## src/rtl/csl_pkg.sv

```systemverilog
package csl_pkg;
  typedef enum logic [0:0] {
    CSL_IDLE  = 1'b0,
    CSL_FETCH = 1'b1
  } csl_state_t;
endpackage

```

## src/rtl/csl_cursor.sv

```systemverilog
// Tracks destination register and byte lane, and flags protected registers.
module csl_cursor #(
  parameter int REG_AW = 5,
  parameter int BYTES  = 4,
  localparam int LANE_W = (BYTES > 1) ? $clog2(BYTES) : 1
) (
  input  logic              clk,
  input  logic              rst,
  input  logic              load,
  input  logic              step,
  input  logic [REG_AW-1:0] first_reg,
  input  logic [REG_AW-1:0] base_in,
  input  logic [REG_AW-1:0] index_in,
  output logic [REG_AW-1:0] cur_reg,
  output logic [LANE_W-1:0] cur_lane,
  output logic              guarded
);
  logic [REG_AW-1:0] base_q, index_q;

  always_ff @(posedge clk) begin
    if (rst) begin
      cur_reg  <= '0;
      cur_lane <= '0;
      base_q   <= '0;
      index_q  <= '0;
    end else if (load) begin
      cur_reg  <= first_reg;
      cur_lane <= '0;
      base_q   <= base_in;
      index_q  <= index_in;
    end else if (step) begin
      if (cur_lane == LANE_W'(BYTES - 1)) begin
        cur_lane <= '0;
        cur_reg  <= cur_reg + 1'b1;
      end else begin
        cur_lane <= cur_lane + 1'b1;
      end
    end
  end

  assign guarded = (cur_reg == index_q) || ((base_q != '0) && (cur_reg == base_q));
endmodule

```

## src/rtl/csl_fetch.sv

```systemverilog
// Byte read port: holds request and address until acknowledged.
module csl_fetch #(
  parameter int ADDR_W = 32
) (
  input  logic              clk,
  input  logic              rst,
  input  logic              load,
  input  logic              load_go,
  input  logic [ADDR_W-1:0] addr_in,
  input  logic              step,
  input  logic              stop,
  output logic              mem_req,
  output logic [ADDR_W-1:0] mem_addr
);
  always_ff @(posedge clk) begin
    if (rst) begin
      mem_req  <= 1'b0;
      mem_addr <= '0;
    end else if (load) begin
      mem_req  <= load_go;
      mem_addr <= addr_in;
    end else if (step) begin
      mem_req  <= !stop;
      mem_addr <= mem_addr + 1'b1;
    end
  end
endmodule

```

## src/rtl/csl_lane_write.sv

```systemverilog
// Registers a byte-enabled write with the byte steered into its lane.
module csl_lane_write #(
  parameter int REG_AW = 5,
  parameter int BYTES  = 4,
  localparam int LANE_W = (BYTES > 1) ? $clog2(BYTES) : 1,
  localparam int DATA_W = BYTES * 8
) (
  input  logic              clk,
  input  logic              rst,
  input  logic              fire,
  input  logic              guarded,
  input  logic [7:0]        byte_in,
  input  logic [LANE_W-1:0] lane,
  input  logic [REG_AW-1:0] dest,
  output logic              reg_we,
  output logic [REG_AW-1:0] reg_waddr,
  output logic [BYTES-1:0]  reg_be,
  output logic [DATA_W-1:0] reg_wdata
);
  logic [BYTES-1:0]  be_d;
  logic [DATA_W-1:0] data_d;

  for (genvar l = 0; l < BYTES; l++) begin : g_lane
    assign be_d[BYTES-1-l] = (lane == LANE_W'(l));
    assign data_d[(BYTES-1-l)*8 +: 8] = (lane == LANE_W'(l)) ? byte_in : 8'h00;
  end

  always_ff @(posedge clk) begin
    if (rst) begin
      reg_we    <= 1'b0;
      reg_waddr <= '0;
      reg_be    <= '0;
      reg_wdata <= '0;
    end else begin
      reg_we <= fire && !guarded;
      if (fire) begin
        reg_waddr <= dest;
        reg_be    <= be_d;
        reg_wdata <= data_d;
      end
    end
  end
endmodule

```

## src/rtl/cmp_string_loader.sv

```systemverilog
module cmp_string_loader #(
  parameter int ADDR_W = 32,
  parameter int CNT_W  = 7
) (
  input  logic              clk,
  input  logic              rst,
  input  logic              start,
  input  logic [ADDR_W-1:0] start_addr,
  input  logic [4:0]        start_reg,
  input  logic [4:0]        base_reg,
  input  logic [4:0]        index_reg,
  input  logic [CNT_W-1:0]  byte_count,
  input  logic [7:0]        cmp_byte,
  output logic              mem_req,
  output logic [ADDR_W-1:0] mem_addr,
  input  logic              mem_ack,
  input  logic [7:0]        mem_rdata,
  output logic              reg_we,
  output logic [4:0]        reg_waddr,
  output logic [3:0]        reg_be,
  output logic [31:0]       reg_wdata,
  output logic              busy,
  output logic              done,
  output logic [CNT_W-1:0]  result
);
  import csl_pkg::*;

  localparam int REG_AW = 5;
  localparam int BYTES  = 4;
  localparam int LANE_W = $clog2(BYTES);

  csl_state_t        state;
  logic [CNT_W-1:0]  cnt_q, pos_q;
  logic [7:0]        cmp_q;
  logic              accept, fire, hit, last, finish, guarded;
  logic [REG_AW-1:0] cur_reg;
  logic [LANE_W-1:0] cur_lane;

  assign accept = (state == CSL_IDLE) && start;
  assign fire   = (state == CSL_FETCH) && mem_ack;
  assign hit    = (mem_rdata == cmp_q);
  assign last   = (CNT_W'(pos_q + 1'b1) == cnt_q);
  assign finish = hit || last;
  assign busy   = (state == CSL_FETCH);

  always_ff @(posedge clk) begin
    if (rst) begin
      state  <= CSL_IDLE;
      cnt_q  <= '0;
      pos_q  <= '0;
      cmp_q  <= '0;
      done   <= 1'b0;
      result <= '0;
    end else begin
      done <= 1'b0;
      case (state)
        CSL_IDLE: if (start) begin
          cnt_q <= byte_count;
          cmp_q <= cmp_byte;
          pos_q <= '0;
          if (byte_count == '0) begin
            done   <= 1'b1;
            result <= '0;
          end else begin
            state <= CSL_FETCH;
          end
        end
        CSL_FETCH: if (mem_ack) begin
          pos_q <= pos_q + 1'b1;
          if (finish) begin
            state  <= CSL_IDLE;
            done   <= 1'b1;
            result <= hit ? pos_q : cnt_q;
          end
        end
        default: state <= CSL_IDLE;
      endcase
    end
  end

  csl_cursor #(.REG_AW(REG_AW), .BYTES(BYTES)) u_cursor (
    .clk(clk), .rst(rst), .load(accept), .step(fire),
    .first_reg(start_reg), .base_in(base_reg), .index_in(index_reg),
    .cur_reg(cur_reg), .cur_lane(cur_lane), .guarded(guarded)
  );

  csl_fetch #(.ADDR_W(ADDR_W)) u_fetch (
    .clk(clk), .rst(rst), .load(accept), .load_go(byte_count != '0),
    .addr_in(start_addr), .step(fire), .stop(finish),
    .mem_req(mem_req), .mem_addr(mem_addr)
  );

  csl_lane_write #(.REG_AW(REG_AW), .BYTES(BYTES)) u_write (
    .clk(clk), .rst(rst), .fire(fire), .guarded(guarded),
    .byte_in(mem_rdata), .lane(cur_lane), .dest(cur_reg),
    .reg_we(reg_we), .reg_waddr(reg_waddr), .reg_be(reg_be), .reg_wdata(reg_wdata)
  );
endmodule

```

## config.mk

```make
export PLATFORM = sky130hd
export DESIGN_NAME = cmp_string_loader
export DESIGN_NICKNAME = d
export VERILOG_FILES = /design/src/rtl/csl_pkg.sv /design/src/rtl/csl_cursor.sv /design/src/rtl/csl_fetch.sv /design/src/rtl/csl_lane_write.sv /design/src/rtl/cmp_string_loader.sv
export SDC_FILE = /design/constraint.sdc
export NUM_CORES = 1
export LEC_CHECK = 0
export ABC_AREA = 1
export BUFFER_PORTS_ARGS = -buffer_cell sky130_fd_sc_hd__buf_2
export CAP_MARGIN = 10
export CORE_MARGIN = 2
export CORE_UTILIZATION = 58
export DETAILED_ROUTE_END_ITERATION = 6
export GPL_TIMING_DRIVEN = 0
export PLACE_DENSITY_LB_ADDON = 0.05
export SYNTH_ARGS = -nofsm -noshare
export SYNTH_HDL_FRONTEND = slang
export SYNTH_SLANG_ARGS = --single-unit
```

## constraint.sdc

```tcl
create_clock -name clk -period 2.77 [get_ports clk]
set_clock_uncertainty 0.2 [all_clocks]
set_input_delay 0.554 -clock clk [delete_from_list [all_inputs] [get_ports clk]]
set_output_delay 0.554 -clock clk [all_outputs]
set_load 0.02 [all_outputs]
```

==> run summary <==
Kind of critical path: reg2reg
Crit-path max cell delay: 0.41 ns
Vias/cell: 5.51
Buf+Inv Stages, Crit Path: 1
Avg Cell Area, Syn: 6.75 sq um
Dpl hpwl: 14000 microns
Worst slew margin: 0.545
Worst-skew pair later-pin latency: 0.55 ns
Pint: 3740 uW
Hold Vio Cnt, Final: 0
Final core occ: 0.755
Total GRT Usage: 0.345
Worst EP required: 2.99 ns
Starting density of the core: 0.600
Worst path depth: 10
Met2 wire len: 8700 microns
CTS Sinks: 123
Largest family of logic cells by synthesized area: simple AND/OR/NAND/NOR gates
Reg power frac: 0.383
Overflow after GRT: 0
CTS Hold Bufs: 0
FF+latch count, synth: 123
# diodes: 0
Die area: 11500 sq um
Met3 routed WL: 1910 microns
Fillers: 842
Ports: 158
Worst Hold Class: in2reg
Die Span Y: 107 microns
DR pass1 iterations: 5
Max-cap viol count: 0
Setup crit end kind: register
Setup slack after layout: 0.497 ns
Share of cells above drive strength 1: 0.197
DR WL/cell: 15.6 microns
Core Box Area: 10300 sq um
Final GP Congestion: 0.944
EDFF count, synth: 0
Post-CTS setup buffer count: 0
Async SR Flop Fraction: 0
Switching pwr: 1430 uW
Post-Synth Simple-Gate Area: 0.311
Cell area after layout: 7790 sq um
Slowest CP cell: dfxtp_1
Final Critical Period: 2.27 ns
Routed Wire Length: 19300 microns
M1 WL: 8040 microns
Hold Crit Depth: 3
Fin crit share: 0.821
Sw Ratio: 0.276
Die width: 107 microns
Post-synth top flop: dfxtp_1
Largest net degree at the start of global routing: 17
Post-Place Cell Area: 7140 sq um
Startpoint types: register
CTS max path bufs: 2
Biggest regs: u_fetch.mem_addr x32, u_write.reg_wdata x32, cmp_q x8
RSZ-0062 raised after global routing: false
Worst slew pin tran: 0.683 ns
Pwr per Cell Area: 663 nW/um^2
Iter 0 DRT Violations: 614
Final setup viols: 0
Post-synthesis mux area share: 0
Lkg Pwr: 0.00348 uW
Vias: 6832
Largest delay contributor family on the critical path: simple AND/OR/NAND/NOR gates
Syn Nets: 998
Clk pin slew, worst setup/hold paths: 0.06 ns
Peak supply drop: 0.547 mV
Post-synthesis adder-cell area fraction: 0.0141
Combinational fraction of design power: 0.144
CTS buffer count: 17
Initial antenna violation count: 0
Std-Cell Rows: 37
Critical path, cell by cell: ha_1, nand3_2, nor2_2, inv_2, nor3_4, nand3_1, nor2_1, nand2_1, a31oi_1, nor2_1
Yosys warns: 0
DR DRC count: 0
Root Buffer: clkbuf_8
FMAX: 0.440 GHz
Crit-path most repeated cell: nor2_1
Dpl ws: 0.444 ns
Setup TNS: 0 ns
Post-Syn Area: 6190 sq um
Outcome: complete, no violations
Area share of xor/xnor cells in the synthesized design: 0.0354
Sequential-to-total area share from yosys stat: 0.398
Post-synthesis compound-gate area fraction: 0.160
WP data arrival: 2.49 ns
Synth-to-layout area growth: 25.9%
Global-route wire length before repair: 30500 microns
Top Layer Used: met4
Clock Power Share: 0.473
CTS HTree Levels: 4
Remaining antenna violation count: 0
Layout Nets: 1173
Netlist cell types: 44
Port Buffers: 156
Post-Synthesis Cells: 917
Slew Viols, Final: 0
Number of gates resized after CTS: 0
TritonCTS clock tree: yes
CP Max Fanout: 6
Number of global-route vias before repair: 6165
Worst Reg-to-Reg Cells: 10
## cell type report
type	instances	area [sq um]	area share
sequential	123	2460	0.316
buffer	41	184	0.0236
timing repair buffer	156	781	0.100
multi-input combinational	667	3220	0.413
inverter	86	323	0.0414
tap	136	170	0.0218
clock inverter	8	155	0.0199
clock buffer	23	497	0.0637
## routing by layer
metal | global-route usage | up-vias
met5 | 0 | -
met1 | 0.441 | 3101
met4 | 0.145 | 0
li1 | - | 3352
met2 | 0.537 | 324
met3 | 0.109 | 55
## through the flow
step / instances / total power [uW] / hold slack [ns]
floorplan: 917 / 2470 / 0.244
global placement: 1209 / 2730 / 0.249
detailed placement: 1209 / 2740 / 0.253
CTS: 1240 / 5160 / 0.0444
global route: 1240 / 5350 / 0.0462
finish: 1240 / 5170 / 0.0517
## synthesized netlist by cell type (2+ instances only)
master,instances,area share
or2_2,3,0.0030
xor2_1,19,0.027
nand4_1,11,0.011
nor3_4,2,0.0053
clkbuf_1,35,0.021
o21bai_1,2,0.0024
nand3b_1,4,0.0048
nand2_1,260,0.16
xnor2_1,6,0.0085
nor2_2,3,0.0030
inv_2,6,0.0036
a211oi_1,3,0.0036
a21oi_2,2,0.0028
nor4_1,5,0.0051
ha_1,7,0.014
nand3_1,42,0.034
a31oi_1,18,0.018
nand3_2,4,0.0065
o21ai_0,66,0.053
a221oi_1,2,0.0028
o211ai_1,4,0.0048
nor3_1,12,0.0097
nand2_2,3,0.0030
o32ai_1,2,0.0028
dfxtp_1,123,0.40
a21oi_1,75,0.061
nor2_1,102,0.062
inv_1,80,0.048
## cells by family after synthesis
family | count (synthesis)
xor+xnor | 25
simple gates | 454
flops | 123
fa+ha+maj | 7
compound gates | 181
buf+inv | 127
## worst min-delay path, delay by kind of cell
family	cells	cell delay (ns)
compound gates	1	0.07
buf+inv	1	0.07
simple gates	1	0.07
## power by group through the flow
| stage | combinational (uW) | clock (uW) | sequential [uW] |
|---|---|---|---|
| 6_report | 743 | 2450 | 1980 |
| 5_1_grt | 822 | 2530 | 1990 |
| 4_1_cts | 734 | 2450 | 1980 |
| 3_5_place_dp | 724 | 0 | 2010 |
| 3_3_place_gp | 715 | 0 | 2010 |
| 2_1_floorplan | 401 | 0 | 2070 |
## cells in the final DEF, fill, tap and decap left out, drive strengths merged
| cell type | count |
|---|---|
| clkinv | 3 |
| o21bai | 2 |
| a21boi | 1 |
| a21oi | 77 |
| nand2 | 263 |
| a311oi | 1 |
| ha | 7 |
| nor2 | 106 |
| o31ai | 1 |
| bufinv | 4 |
| clkbuf | 59 |
| or2 | 4 |
| nand3 | 47 |
| o21ai | 66 |
| buf | 161 |
| a211oi | 3 |
| nand3b | 4 |
| nand4 | 11 |
| o221ai | 1 |
| a2111oi | 1 |
| o22ai | 1 |
| a22oi | 1 |
| o211ai | 4 |
| inv | 87 |
| a221oi | 2 |
| xor2 | 19 |
| nor4 | 5 |
| xnor2 | 6 |
| a31oi | 18 |
| nor3 | 14 |
| dfxtp | 123 |
| o32ai | 2 |
## final timing paths
| kind | endpoint | slack, ns | from |
|---|---|---|---|
| max | u_fetch.mem_addr[18]$_SDFFE_PP0P_ | 0.50 | u_fetch.mem_addr[0]$_SDFFE_PP0P_ |
| min | cmp_q[1]$_SDFFE_PP0P_ | 0.05 | cmp_byte[1] |
| max reg2reg | u_fetch.mem_addr[18]$_SDFFE_PP0P_ | 0.50 | u_fetch.mem_addr[0]$_SDFFE_PP0P_ |
| min reg2reg | u_write.reg_wdata[24]$_SDFFE_PP0P_ | 0.26 | u_write.reg_wdata[24]$_SDFFE_PP0P_ |
(Power assumes the default switching activity.)
